## config.mk

```make
export PLATFORM = sky130hd
export DESIGN_NAME = irq_setclr_ctrl
export DESIGN_NICKNAME = d
export VERILOG_FILES = /design/src/rtl/irq_setclr_pkg.sv /design/src/rtl/irq_status_bank.sv /design/src/rtl/irq_mask_bank.sv /design/src/rtl/irq_regif.sv /design/src/rtl/irq_setclr_ctrl.sv
export SDC_FILE = /design/constraint.sdc
export NUM_CORES = 1
export LEC_CHECK = 0
export BUFFER_PORTS_ARGS = -buffer_cell sky130_fd_sc_hd__buf_2
export CORE_MARGIN = 3
export CORE_UTILIZATION = 44
export DETAILED_ROUTE_END_ITERATION = 16
export PLACE_DENSITY = 0.91
export SLEW_MARGIN = 20
export SYNTH_ARGS = -nofsm -noshare
export SYNTH_HDL_FRONTEND = slang
export SYNTH_SLANG_ARGS = --single-unit
export TNS_END_PERCENT = 30
```

## constraint.sdc

```tcl
create_clock -name clk -period 3.35 [get_ports clk]
set_clock_uncertainty 0.2 [all_clocks]
set_input_delay 0.67 -clock clk [delete_from_list [all_inputs] [get_ports clk]]
set_output_delay 0.67 -clock clk [all_outputs]
set_load 0.005 [all_outputs]
```

## src/rtl/irq_setclr_pkg.sv

```systemverilog
package irq_setclr_pkg;

  typedef enum logic [1:0] {
    REG_STAT    = 2'd0,
    REG_MASK    = 2'd1,
    REG_UNMASK  = 2'd2,
    REG_MASKSET = 2'd3
  } reg_sel_e;

  // Next status value: clears first, then new events win.
  function automatic logic [31:0] status_next(input logic [31:0] cur,
                                              input logic [31:0] clr,
                                              input logic [31:0] evt);
    return (cur & ~clr) | evt;
  endfunction

  // Next mask value: set requests and unmask requests never coincide.
  function automatic logic [31:0] mask_next(input logic [31:0] cur,
                                            input logic [31:0] unmask,
                                            input logic [31:0] setm);
    return (cur & ~unmask) | setm;
  endfunction

endpackage

```

## src/rtl/irq_status_bank.sv

```systemverilog
module irq_status_bank #(
  parameter int          SRC_W = 10,
  parameter logic [31:0] IMPL  = 32'h2FF
) (
  input  logic             clk,
  input  logic             rst_n,
  input  logic [SRC_W-1:0] evt_i,
  input  logic [SRC_W-1:0] clr_i,
  output logic [SRC_W-1:0] status_o
);
  import irq_setclr_pkg::*;

  logic unused_rsv;
  assign unused_rsv = ^((evt_i | clr_i) & ~IMPL[SRC_W-1:0]);

  for (genvar i = 0; i < SRC_W; i++) begin : g_bit
    if (IMPL[i]) begin : g_impl
      logic st_q;
      logic st_d;
      always_comb begin
        logic [31:0] nxt;
        nxt  = status_next({31'd0, st_q}, {31'd0, clr_i[i]}, {31'd0, evt_i[i]});
        st_d = nxt[0];
      end
      always_ff @(posedge clk or negedge rst_n) begin
        if (!rst_n) st_q <= 1'b0;
        else        st_q <= st_d;
      end
      assign status_o[i] = st_q;

      assert_evt_sets_R2: assert property (@(posedge clk) disable iff (!rst_n)
        evt_i[i] |=> status_o[i]);
      assert_clear_R3: assert property (@(posedge clk) disable iff (!rst_n)
        (clr_i[i] && !evt_i[i]) |=> !status_o[i]);
      assert_hold_R3: assert property (@(posedge clk) disable iff (!rst_n)
        (!clr_i[i] && !evt_i[i]) |=> $stable(status_o[i]));
      assert_collide_R4: assert property (@(posedge clk) disable iff (!rst_n)
        (clr_i[i] && evt_i[i]) |=> status_o[i]);
    end else begin : g_rsv
      assign status_o[i] = 1'b0;
    end
  end
endmodule

```

## src/rtl/irq_mask_bank.sv

```systemverilog
module irq_mask_bank #(
  parameter int          SRC_W = 10,
  parameter logic [31:0] IMPL  = 32'h2FF
) (
  input  logic             clk,
  input  logic             rst_n,
  input  logic [SRC_W-1:0] unmask_i,
  input  logic [SRC_W-1:0] maskset_i,
  output logic [SRC_W-1:0] mask_o
);
  import irq_setclr_pkg::*;

  logic unused_rsv;
  assign unused_rsv = ^((unmask_i | maskset_i) & ~IMPL[SRC_W-1:0]);

  for (genvar i = 0; i < SRC_W; i++) begin : g_bit
    if (IMPL[i]) begin : g_impl
      logic mk_q;
      logic mk_d;
      always_comb begin
        logic [31:0] nxt;
        nxt  = mask_next({31'd0, mk_q}, {31'd0, unmask_i[i]}, {31'd0, maskset_i[i]});
        mk_d = nxt[0];
      end
      always_ff @(posedge clk or negedge rst_n) begin
        if (!rst_n) mk_q <= 1'b1;
        else        mk_q <= mk_d;
      end
      assign mask_o[i] = mk_q;

      assert_unmask_R5: assert property (@(posedge clk) disable iff (!rst_n)
        unmask_i[i] |=> !mask_o[i]);
      assert_maskset_R6: assert property (@(posedge clk) disable iff (!rst_n)
        maskset_i[i] |=> mask_o[i]);
      assert_mask_hold_R7: assert property (@(posedge clk) disable iff (!rst_n)
        (!unmask_i[i] && !maskset_i[i]) |=> $stable(mask_o[i]));
    end else begin : g_rsv
      assign mask_o[i] = 1'b0;
    end
  end
endmodule

```

## src/rtl/irq_regif.sv

```systemverilog
module irq_regif #(
  parameter int ADDR_W = 2,
  parameter int DATA_W = 32,
  parameter int SRC_W  = 10
) (
  input  logic              wr_en_i,
  input  logic [ADDR_W-1:0] addr_i,
  input  logic [DATA_W-1:0] wdata_i,
  input  logic [SRC_W-1:0]  status_i,
  input  logic [SRC_W-1:0]  mask_i,
  output logic [SRC_W-1:0]  clr_o,
  output logic [SRC_W-1:0]  unmask_o,
  output logic [SRC_W-1:0]  maskset_o,
  output logic [DATA_W-1:0] rdata_o
);
  import irq_setclr_pkg::*;

  localparam int PAD_W = DATA_W - SRC_W;

  logic hit_stat, hit_mask, hit_unmask, hit_maskset;
  logic unused_wdata;

  assign unused_wdata = ^wdata_i[DATA_W-1:SRC_W];
  assign hit_stat    = (addr_i == ADDR_W'(REG_STAT));
  assign hit_mask    = (addr_i == ADDR_W'(REG_MASK));
  assign hit_unmask  = (addr_i == ADDR_W'(REG_UNMASK));
  assign hit_maskset = (addr_i == ADDR_W'(REG_MASKSET));

  assign clr_o     = (wr_en_i && hit_stat)    ? wdata_i[SRC_W-1:0] : '0;
  assign unmask_o  = (wr_en_i && hit_unmask)  ? wdata_i[SRC_W-1:0] : '0;
  assign maskset_o = (wr_en_i && hit_maskset) ? wdata_i[SRC_W-1:0] : '0;

  always_comb begin
    rdata_o = '0;
    if (hit_stat)      rdata_o = {{PAD_W{1'b0}}, status_i};
    else if (hit_mask) rdata_o = {{PAD_W{1'b0}}, mask_i};
  end
endmodule

```

## src/rtl/irq_setclr_ctrl.sv

```systemverilog
module irq_setclr_ctrl #(
  parameter int          ADDR_W = 2,
  parameter int          DATA_W = 32,
  parameter int          SRC_W  = 10,
  parameter logic [31:0] RSV    = 32'h100
) (
  input  logic              clk,
  input  logic              rst_n,
  input  logic [SRC_W-1:0]  evt_i,
  input  logic              wr_en_i,
  input  logic [ADDR_W-1:0] addr_i,
  input  logic [DATA_W-1:0] wdata_i,
  output logic [DATA_W-1:0] rdata_o,
  output logic              irq_o
);
  localparam logic [31:0] IMPL = ~RSV & ((32'd1 << SRC_W) - 32'd1);

  logic [SRC_W-1:0] status_w, mask_w;
  logic [SRC_W-1:0] clr_w, unmask_w, maskset_w;
  logic [SRC_W-1:0] pend_w;
  logic             pend_any;
  logic             irq_q;

  irq_regif #(.ADDR_W(ADDR_W), .DATA_W(DATA_W), .SRC_W(SRC_W)) u_regif (
    .wr_en_i  (wr_en_i),
    .addr_i   (addr_i),
    .wdata_i  (wdata_i),
    .status_i (status_w),
    .mask_i   (mask_w),
    .clr_o    (clr_w),
    .unmask_o (unmask_w),
    .maskset_o(maskset_w),
    .rdata_o  (rdata_o)
  );

  irq_status_bank #(.SRC_W(SRC_W), .IMPL(IMPL)) u_status (
    .clk     (clk),
    .rst_n   (rst_n),
    .evt_i   (evt_i),
    .clr_i   (clr_w),
    .status_o(status_w)
  );

  irq_mask_bank #(.SRC_W(SRC_W), .IMPL(IMPL)) u_mask (
    .clk      (clk),
    .rst_n    (rst_n),
    .unmask_i (unmask_w),
    .maskset_i(maskset_w),
    .mask_o   (mask_w)
  );

  assign pend_w   = status_w & ~mask_w;
  assign pend_any = |pend_w;

  always_ff @(posedge clk or negedge rst_n) begin
    if (!rst_n) irq_q <= 1'b0;
    else        irq_q <= pend_any;
  end
  assign irq_o = irq_q;

  assert_irq_follows_R9: assert property (@(posedge clk) disable iff (!rst_n)
    $rose(irq_o) |-> $past(pend_any));
  assert_irq_drops_R9: assert property (@(posedge clk) disable iff (!rst_n)
    $fell(irq_o) |-> !$past(pend_any));
  assert_mask_wr_inert_R7: assert property (@(posedge clk) disable iff (!rst_n)
    (wr_en_i && addr_i == ADDR_W'(1) && evt_i == '0) |=>
      ($stable(mask_w) && $stable(status_w)));
endmodule

```

Word-level counts from Yosys, hierarchy flattened
Index checks and enable logic that the tools add are counted.
{"block": "classes", "addsub": 0, "n_lt_le_gt_ge": 0, "n_shift": 0, "eq_ne": 3, "mux": 5, "div": 0, "reduce_logical": 5, "bitwise": 56, "multipliers": 0}
{"cell": "two-way mux 10 bit", "n": 4}
{"cell": "two-way mux 32 bit", "n": 1}
{"cell": "bitwise AND 1 bit", "n": 18}
{"cell": "NOT 1 bit", "n": 18}
{"cell": "bitwise OR 1 bit", "n": 18}
{"cell": "bitwise AND 10 bit", "n": 1}
{"cell": "NOT 10 bit", "n": 1}
{"cell": "OR reduction 10 bit", "n": 1}
{"cell": "equality test 2 bit, second input constant", "n": 2}
{"cell": "logical AND 1 bit", "n": 3}
{"cell": "equality test 2 x 1 -> 1 bit, second input constant", "n": 1}
{"cell": "zero test 2 bit", "n": 1}
{"block": "totals", "romBits": 0, "latchBits": 0, "regBits": 19, "memories": 0, "ram_bits": 0, "out_inout_bits": 33, "in_bits": 47, "wordCells": 88}

Depth between registers and ports, before layout
{"block": "depth", "depth_word": 6, "depth_mapped": 4, "ltp_nobuf": 3}

By module
Synthesis repeated with hierarchy kept, for this count alone.
{"block": "hier_totals", "cells_unflattened": 183, "area_unflattened_um2": 1442.6}
{"mod": "irq_regif", "cells_per_inst": 91, "n_inst": 1, "area_each_um2": 515.5, "seq_area_each_um2": 0.0}
{"mod": "irq_mask_bank", "cells_per_inst": 38, "n_inst": 1, "area_each_um2": 416.6, "seq_area_each_um2": 236.5}
{"mod": "irq_status_bank", "cells_per_inst": 38, "n_inst": 1, "area_each_um2": 405.4, "seq_area_each_um2": 225.2}
{"mod": "irq_setclr_ctrl", "cells_per_inst": 16, "n_inst": 1, "area_each_um2": 105.1, "seq_area_each_um2": 25.0}

Worst setup path before layout
OpenSTA, ideal clock, no wires.
{"block": "synth_path", "path_type": "input-to-output", "startpoint": "input addr_i[0]", "endpoint": "output rdata_o[7]", "required_time_ps": 2480, "path_slack_ps": 1251, "path_buffers": 2, "arrival_time_ps": 1229, "path_stages": 4, "path_cell_list": "buf_6 -> buf_2 -> mux2i_1 -> nor2_1"}
{"block": "synth_via", "elab_chain_cells": 3, "word_cells_on_any_way": 4, "classes_between": "1 x eq/ne; 2 x mux; 1 x reduce/logical"}
{"item": "start, declared", "line": "irq_setclr_ctrl.sv:11", "rtl": "input logic [ADDR_W-1:0] addr_i,"}
{"item": "equality test 2 x 1 -> 1 bit", "line": "irq_regif.sv:25", "rtl": "assign hit_mask = (addr_i == ADDR_W'(REG_MASK));"}
{"item": "two-way mux 10 bit", "line": "irq_regif.sv:36", "rtl": "else if (hit_mask) rdata_o = {{PAD_W{1'b0}}, mask_i};"}
{"item": "two-way mux 32 bit *", "line": "irq_regif.sv:35", "rtl": "if (hit_stat) rdata_o = {{PAD_W{1'b0}}, status_i};"}
{"item": "end, declared", "line": "irq_setclr_ctrl.sv:13", "rtl": "output logic [DATA_W-1:0] rdata_o,"}
Every way passes the cells marked *; elsewhere a longest branch is shown, timed or not.

Worst setup path in the final report
{"block": "layout_path", "startpoint": "input addr_i[0]", "endpoint": "output rdata_o[9]"}
Same word-level chain as after synthesis.

==> impl_summary.md <==
STA
Counting I/O delays and the setup requirement, the final critical path takes about 2.4 ns. The share of the clock period used by the worst path after layout is 71.1%. The max-slew violation count came to 0. The final-report hold violation count is 0. The relative slew slack is approximately two thirds. The worst-margin pin slew is 0.468 ns. Timing would allow up to around 420 MHz. Setup violations remaining at the end of the flow were counted as 0. Setup repair after global routing left no endpoint under its margin. The setup TNS after final layout is 0 ns.

Clocking
After clock tree synthesis, the setup repair step added 0 buffers. The maximum clock insertion buffer count is 2. The cts-stage hold buffer count is 0. CTS built an H-tree with a depth of 1. The insertion delay to the later sink of the worst-skew pair is 0.30 ns. CTS saw 19 sinks. The clock buffer count from CTS is 3.

The TritonCTS clock tree is done. After clock tree synthesis, the clock-pin slew on the worst setup and hold paths is roughly 0.10 ns. Post-CTS repair changed the size of 0 cells. The cell sitting at the root of the clock tree is a clkbuf_4.

Cells and area
The fraction of layout instances using a drive strength above 1 is 36.7%. 0 antenna diodes ended up in the layout. The area used by multi-input combinational logic is approximately 520 µm². The fill cell total of the finished layout is around 230. The utilization after layout is 53.5%.

The post-layout net count is roughly 200. Relative to the synthesized area, the layout overhead comes to 8.92%. Summing all non-filler instances in the final layout gives an area of approximately 1300 µm².

In the final layout, flip-flops and latches occupy about 490 µm². The most common cell after layout, fill and taps aside is buf_2. In the layout the commonest cells are buf_2, conb_1, nand2_1, dfrtp_1.

Power
The worst ir drop on vdd is between 0.2 and 0.25 mV. The total power of the final layout is between 500 and 600 µW. The power density over cell area is slightly above 400 nW/µm². The leakage power of the design is 0.000604 µW.

GRT
The global-route usage over all layers is roughly an eighth. The number of antenna violations at the first check in global routing came to 0. In this run the most used layer during global routing was met2. The first global-routing pass estimated between 3 and 4 mm of wire.

In the global route stage, met1 resource usage came out at 14.8%. For this run the aggregate overflow at the end of global routing stands at 0. Global routing consumed, on the met3 layer, between 1.5 and 2% of the routing resources. The met2 track demand over resource in global routing is roughly a quarter. The via count of the first global-routing pass is about 810. Entering global routing, the biggest net connects 20 pins.

Routing
The routed wire length is ~2.2 mm. Detailed routing inserted a total of 840 vias. For this block, the initial DRC count from the detailed router was 10. The first TritonRoute pass finished after 4 iterations. The remaining design rule violation count is 0. The count of nets left with antenna violations once routing finished came out at 0.

The detail-routed net length per standard cell is about 12 µm. Using the TritonRoute via totals, the vias-per-cell ratio works out to ~4.8.

Setup path
The endpoint arrival time on the critical path is 1.51 ns. The type of the worst setup path is input port to primary output. The worst reg2reg path startpoint is u_mask.g_bit[6].g_impl.mk_q. The launching element of the worst setup path is addr_i[0]. The register-to-register setup slack is approximately 1.8 ns. The reg-to-reg critical path endpoint is irq_o. The startpoint type of the worst setup path is an input port. Following the worst setup path forward leads to its endpoint at rdata_o[9]. The number of cells on the worst reg-to-reg path is 3. The required time at the endpoint of the critical path is ~2.5 ns. The worst-path maximum fanout is 19. The worst setup path is captured at a primary output.

Floorplan
The width of the die is approximately 57 µm. The die covers between 3000 and 4000 µm². The height of the chip is 57.1 µm. Once the floorplan was initialized, standard cells occupied between 40% and 50% of the core. The total I/O pin count is 80. After floorplanning, the core was divided into 17 placement rows.

The core outline area is 2340 µm².

Place
The congestion estimate from routability-driven global placement came to 0.713. In this run the cell area measured after placement is approximately 1200 µm². The count of input and output buffers is 32. Summed over all nets, the half-perimeter wirelength after detailed placement is ~1.7 mm.

Synth
Of the total synthesized cell area, the portion taken by XOR and XNOR cells is 0%. The synthesized flop and latch total is 19. The count of unique library cells instantiated by Yosys is 19. Averaged over all synthesized cells, the footprint is between 9 and 10 µm².

The main combinational cell family by area after synthesis is buffers and inverters. The mux cell area share after synthesis is between 10% and 20%. The mapped cell area is about 1100 µm². Ranked by total cell area, the synthesized netlist is headed by dfrtp_1, dfstp_2, buf_4. The biggest area consumer among synthesized cells is dfrtp_1. The count of warnings emitted by yosys is 0.

The synthesized netlist devotes 0% of its cell area to adder and majority cells. After synthesis, the largest area contributor takes up ~22% of total cell area. Summing the areas of all and, or, nand and nor instances in the mapped netlist gives between 10% and 20% of the synthesized area. The proportion of synthesized chip area in sequential cells is between 40 and 50%. Summing the areas of all compound-gate instances in the mapped netlist gives 8.16% of the synthesized area. Counting every instance in the synthesized netlist gives 116.

Job
The max capacitance violation total is 0.

Run status
The flow ran to the end, and the final reports show no timing, DRC or antenna violations.

Worst hold path
The type of the tightest min-delay check is input port to asynchronous set/reset pin.
## power by group
part           switching, µW  internal, µW  leakage [µW]
Combinational           53.3          54.0      0.000403
Clock                   67.7          46.4     0.0000150
Sequential              17.8           269      0.000185
Total                    139           370      0.000604
## worst max-delay path, stage by stage
cell	delay, ns
buf_2	0.38
mux2i_1	0.26
nor2_1	0.06
buf_2	0.13
## registers in the layout, summed over array words and instances (netlist names)
register / count
u_status.g_bit.g_impl.st_q: 9
irq_o: 1
u_mask.g_bit.g_impl.mk_q: 9
## metrics by stage
stage,setup slack [ns],instances,hold WS (ns)
4_1_cts,0.951,175,0.0916
3_5_place_dp,0.954,171,0.298
2_1_floorplan,1.25,138,0.174
3_3_place_gp,1.02,171,0.273
6_report,0.968,175,0.0894
5_1_grt,0.888,175,0.0997
## logic make-up after synthesis
| group | after synthesis |
|---|---|
| DFF | 19 |
| muxes | 18 |
| buffers and inverters | 33 |
| AOI/OAI and AO/OA | 12 |
| other | 1 |
| and+or+nand+nor | 33 |
## synthesized netlist by cell type (all sizes together)
cell type and n:
a2111oi 1, a21o 9, a222oi 1, a22oi 1
and2 1, buf 27, conb 1, dfrtp 10
dfstp 9, inv 6, mux2 9, mux2i 9
nand2 18, nand3 1, nor2 9, nor2b 3
nor3b 1
## layer usage
layer  wire (µm)  share of wire, %
met3         189               8.7
met2        1120                52
met1         817                38
met5           0                 0
met4          34               1.6
## how the worst min path moves through the flow
stage | cells after the start | slack, ns | from | endpoint
6_report | 1 | 0.09 | rst_n | u_status.g_bit[9].g_impl.st_q
5_1_grt | 1 | 0.1 | rst_n | u_status.g_bit[1].g_impl.st_q
4_1_cts | 1 | 0.09 | rst_n | u_status.g_bit[9].g_impl.st_q
3_5_place_dp | 1 | 0.30 | u_status.g_bit[0].g_impl.st_q | u_status.g_bit[0].g_impl.st_q
3_3_place_gp | 1 | 0.27 | u_status.g_bit[9].g_impl.st_q | u_status.g_bit[9].g_impl.st_q
2_1_floorplan | 0 | 0.17 | rst_n | irq_o
## cell type report
type	instances	area share [%]
clock buffer	4	2.10
inverter	6	1.80
multi-input combinational	86	41.7
sequential	19	38.9
tap	28	2.80
timing repair buffer	32	12.8
No activity file was read; power rests on OpenSTA's default activity.
